[src/rtl/reload_toggle_timer.sv]
module reload_toggle_timer #(
  parameter int W = 16
) (
  input  logic         clk,
  input  logic         rst_n,
  input  logic         tick,
  input  logic         cnt_wr,
  input  logic [W-1:0] cnt_wdata,
  input  logic         rld_wr,
  input  logic [W-1:0] rld_wdata,
  input  logic         en_wr,
  input  logic         en_wdata,
  input  logic         ext_start,
  output logic [W-1:0] cnt_rd,
  output logic         ff_out,
  output logic         irq
);

  logic [W-1:0] cnt_q, rld_q, shadow_q;
  logic         run_q, arm_q, wrap_q, ff_q, irq_q;

  wire sw_off    = en_wr & ~en_wdata;
  wire start_req = (en_wr & en_wdata) | ext_start;
  wire step      = run_q & tick & ~sw_off;
  wire at_end    = wrap_q ? (shadow_q == '0) : (cnt_q == '0);
  wire fire      = step & ~arm_q & at_end;

  always_ff @(posedge clk) begin
    if (!rst_n) begin
      cnt_q    <= '0;
      rld_q    <= '0;
      shadow_q <= '0;
      run_q    <= 1'b0;
      arm_q    <= 1'b0;
      wrap_q   <= 1'b0;
      ff_q     <= 1'b0;
      irq_q    <= 1'b0;
    end else begin
      irq_q <= fire;
      if (rld_wr) rld_q <= rld_wdata;

      if (sw_off) begin
        run_q <= 1'b0;
        arm_q <= 1'b0;
      end else if (start_req && !run_q) begin
        run_q <= 1'b1;
        arm_q <= 1'b1;
      end

      if (cnt_wr && !run_q) begin
        cnt_q  <= cnt_wdata;
        wrap_q <= 1'b0;
      end else if (step) begin
        if (arm_q) begin
          arm_q <= 1'b0;
          ff_q  <= ~ff_q;
        end else if (fire) begin
          cnt_q    <= '1;
          wrap_q   <= 1'b1;
          shadow_q <= rld_q;
          ff_q     <= ~ff_q;
        end else if (wrap_q) begin
          cnt_q  <= shadow_q - 1'b1;
          wrap_q <= 1'b0;
        end else begin
          cnt_q <= cnt_q - 1'b1;
        end
      end
    end
  end

  assign cnt_rd = cnt_q;
  assign ff_out = ff_q;
  assign irq    = irq_q;

endmodule

[config.mk]
export PLATFORM = sky130hd
export DESIGN_NAME = reload_toggle_timer
export DESIGN_NICKNAME = d
export VERILOG_FILES = /design/src/rtl/reload_toggle_timer.sv
export SDC_FILE = /design/constraint.sdc
export NUM_CORES = 1
export LEC_CHECK = 0
export ABC_AREA = 0
export BUFFER_PORTS_ARGS = -buffer_cell sky130_fd_sc_hd__buf_2
export CORE_ASPECT_RATIO = 2
export CORE_UTILIZATION = 54
export CTS_BUF_LIST = sky130_fd_sc_hd__clkbuf_16
export DETAILED_ROUTE_END_ITERATION = 8
export PLACE_DENSITY = 0.79
export SLEW_MARGIN = 20
export SYNTH_ARGS = -nofsm -noshare
export SYNTH_HDL_FRONTEND = slang
export SYNTH_SLANG_ARGS = --single-unit
[constraint.sdc]
create_clock -name clk -period 3.25 [get_ports clk]
set_input_delay 0.325 -clock clk [delete_from_list [all_inputs] [get_ports clk]]
set_output_delay 0.325 -clock clk [all_outputs]
set_load 0.05 [all_outputs]
==> results_dict.tcl <==
set metrics [dict create \
    crit_buf_inv 0 \
    gr-usage-met3_pct 5.357 \
    grt_pass1_wl_mm 10.93 \
    yosysMostFrequentCell "dfxtp_1" \
    p_per_area_mw_per_mm2 508.7 \
    cts_buffer_depth 2 \
    die_height_um 101.9 \
    slew_headroom_pct 43.06 \
    fin_tns_setup_ps 0 \
    overflow 0 \
    numCtsBuffers 5 \
    synthToLayoutAreaGrowth_pct 18.25 \
    rsz0062_at_grt "false" \
    worst_pin_slew_ps 851.0 \
    ys_warn_count 0 \
    holdPathStages 3 \
    routedWlPerCell_um 15.67 \
    clock_latency_ps 290 \
    worst-path-max-fanout 21 \
    worst_path_largest_cell_delay_ps 800 \
    drive_above_1_share_pct 20.71 \
    path_delay_family "flip-flops" \
    synthArstFlopShare_pct 0 \
    clock-sinks 53 \
    cts_hold_buffers 0 \
    period_share_pct 84.21 \
    dieArea_mm2 0.005292 \
    synth_ff_type "dfxtp_1" \
    synth.avg_cell_area_um2 8.662 \
    outcome "finished clean" \
    setup_viol 0 \
    antennaDiodeCount 0 \
    start_util_pct 55.89 \
    cts_setup_buffers 0 \
    grt_pass1_vias 2398 \
    synth_top_area_share_pct 39.39 \
    nNetsFinal 407 \
    layout.cells.non_filler 424 \
    fin_crit_ps 2737 \
    core_area_mm2 0.004820 \
    num_vias 2467 \
    arrival_ps 2930 \
    port_buffers 57 \
    ys_types 49 \
    leakage_uw 0.001477 \
    fmax_ghz 0.3654 \
    hold_class "in -> reg" \
    vdd_drop_max_uv 637.8 \
    cap_viol_max_count 0 \
    dp_hpwl_mm 5.041 \
    synth_commonest_cells "dfxtp_1, nor2_1, mux2i_1" \
    io_pins 58 \
    synth_edf_count 0 \
    antenna_found_initial 0 \
    dr.pass1.iters 4 \
    finalHoldViolations 0 \
    drt-initial-drc-count 29 \
    post_cts_resized 0 \
    fin_hold_ws_ps 260.9 \
    synthCells 311 \
    cts-htree-levels 2 \
    setup.worst_path.end_class "register" \
    r2r_cells 7 \
    ant_nets 0 \
    cp.required_ps 3440 \
    globalRouteMet2Util_pct 50.69 \
    die_x_um 51.94 \
    path_clk_slew_ps 70 \
    synth_top_area_cell "dfxtp_1" \
    via_per_inst 5.818 \
    drc 0 \
    synth_fp_nets 352 \
    grt-busiest-layer "met2" \
    gp_congestion 1.049 \
    crit_path_start_kind "register" \
    finClkSkew_ps 4.638 \
    cts_tree "done" \
    grt_use_met1_pct 29.83 \
    power_uw 1620 \
    synth_seq_cells 53 \
    rows 36 \
    netlist_area_mm2 0.002694 \
    path_class "reg -> reg" \
    cp_slowest_cell "dfxtp_1" \
    root_buffer "clkbuf_16" \
    grt_max_degree 36 \
    cp_num_cells 7 \
    placed_cells 416 \
    seq_area_frac_synth_pct 39.39 \
    drv_slew 0 \
    synth.area.top_cells "dfxtp_1, mux2i_1, nor2_1, nor3_1, o21ai_0" \
    grt_usage_pct 27.76 \
    routed_wl_mm 6.646 \
    path_cells "mux2i_1 > ha_1 > nand2_1 > or2_1 > o311ai_1 > nand4_1 > o211a_1" \
]
## layout make-up
cell class	count	area (um2)
Timing Repair Buffer	66	352.8
Fill cell	442	1634
Sequential cell	53	1061
Tap cell	57	71.32
Clock buffer	5	125.1
Multi-Input combinational cell	238	1549
Clock inverter	3	18.77
Inverter	2	7.507
## report_power, final
part / leakage [uW] / switching [uW] / internal, uW
combinational: 0.000976 / 232 / 144
clock: 0.0000672 / 238 / 283
sequential: 0.000434 / 40.9 / 683
total: 0.00148 / 511 / 1110
## state kept, by name, summed over array words and instances (netlist names)
name      cells
arm_q         1
cnt_rd       16
wrap_q        1
run_q         1
irq           1
shadow_q     16
ff_out        1
rld_q        16
## per-stage QoR
stage,cell area [um2],utilization (%),setup WS (ps)
floorplan,2694,-,449.9
global placement,3042,63.11,551.2
detailed placement,3042,63.11,563.7
CTS,3186,66.10,536.4
global route,3186,66.10,254.5
finish,3186,66.10,513.1
## cell usage in the layout, fill, tap and decap left out, drive strengths merged, types with 3 or more instances in the layout
cell type,Yosys,routed
a211oi,11,11
a21oi,6,6
buf,4,66
clkbuf,14,5
dfxtp,53,53
mux2i,43,43
nand2,16,16
nand2b,3,3
nand3,8,8
nand4,3,3
nor2,48,48
nor3,25,25
nor4,3,3
o211ai,3,3
o21ai,19,19
or3,4,4
xnor2,7,7
xor2,10,10
## worst register-to-register path: cells and delay by family (launching register included)
family                     cells  cell delay [ps]
AOI/OAI and AO/OA              2              520
muxes                          1              390
adders and majority gates      1              290
DFF                            1              800
and+or+nand+nor                3              640
## worst paths after layout
path / from / endpoint / slack, ps
worst max-delay path: wrap_q / cnt_rd[12] / 510
worst min-delay path: rld_wdata[15] / rld_q[15] / 260
worst max register to register: wrap_q / cnt_rd[12] / 510
worst min register to register: rld_q[5] / rld_q[5] / 490
## logic make-up after synthesis
kind of cell               count (synthesis)  synth area share, %
xor gates and xnor gates                  17                5.527
buffers and inverters                     20                3.111
adders and majority gates                  1               0.4644
and+or+nand+nor                          122                21.74
AOI/OAI and AO/OA                         55                13.80
muxes                                     43                15.98
DFF                                       53                39.39
## routing by layer
layer	share of wire [%]	vias up
met4	2.6	0
met1	40	1162
met3	3.6	16
met5	0	-
met2	54	61
li1	-	1228
Note: power is estimated with default switching activity, not from simulation.
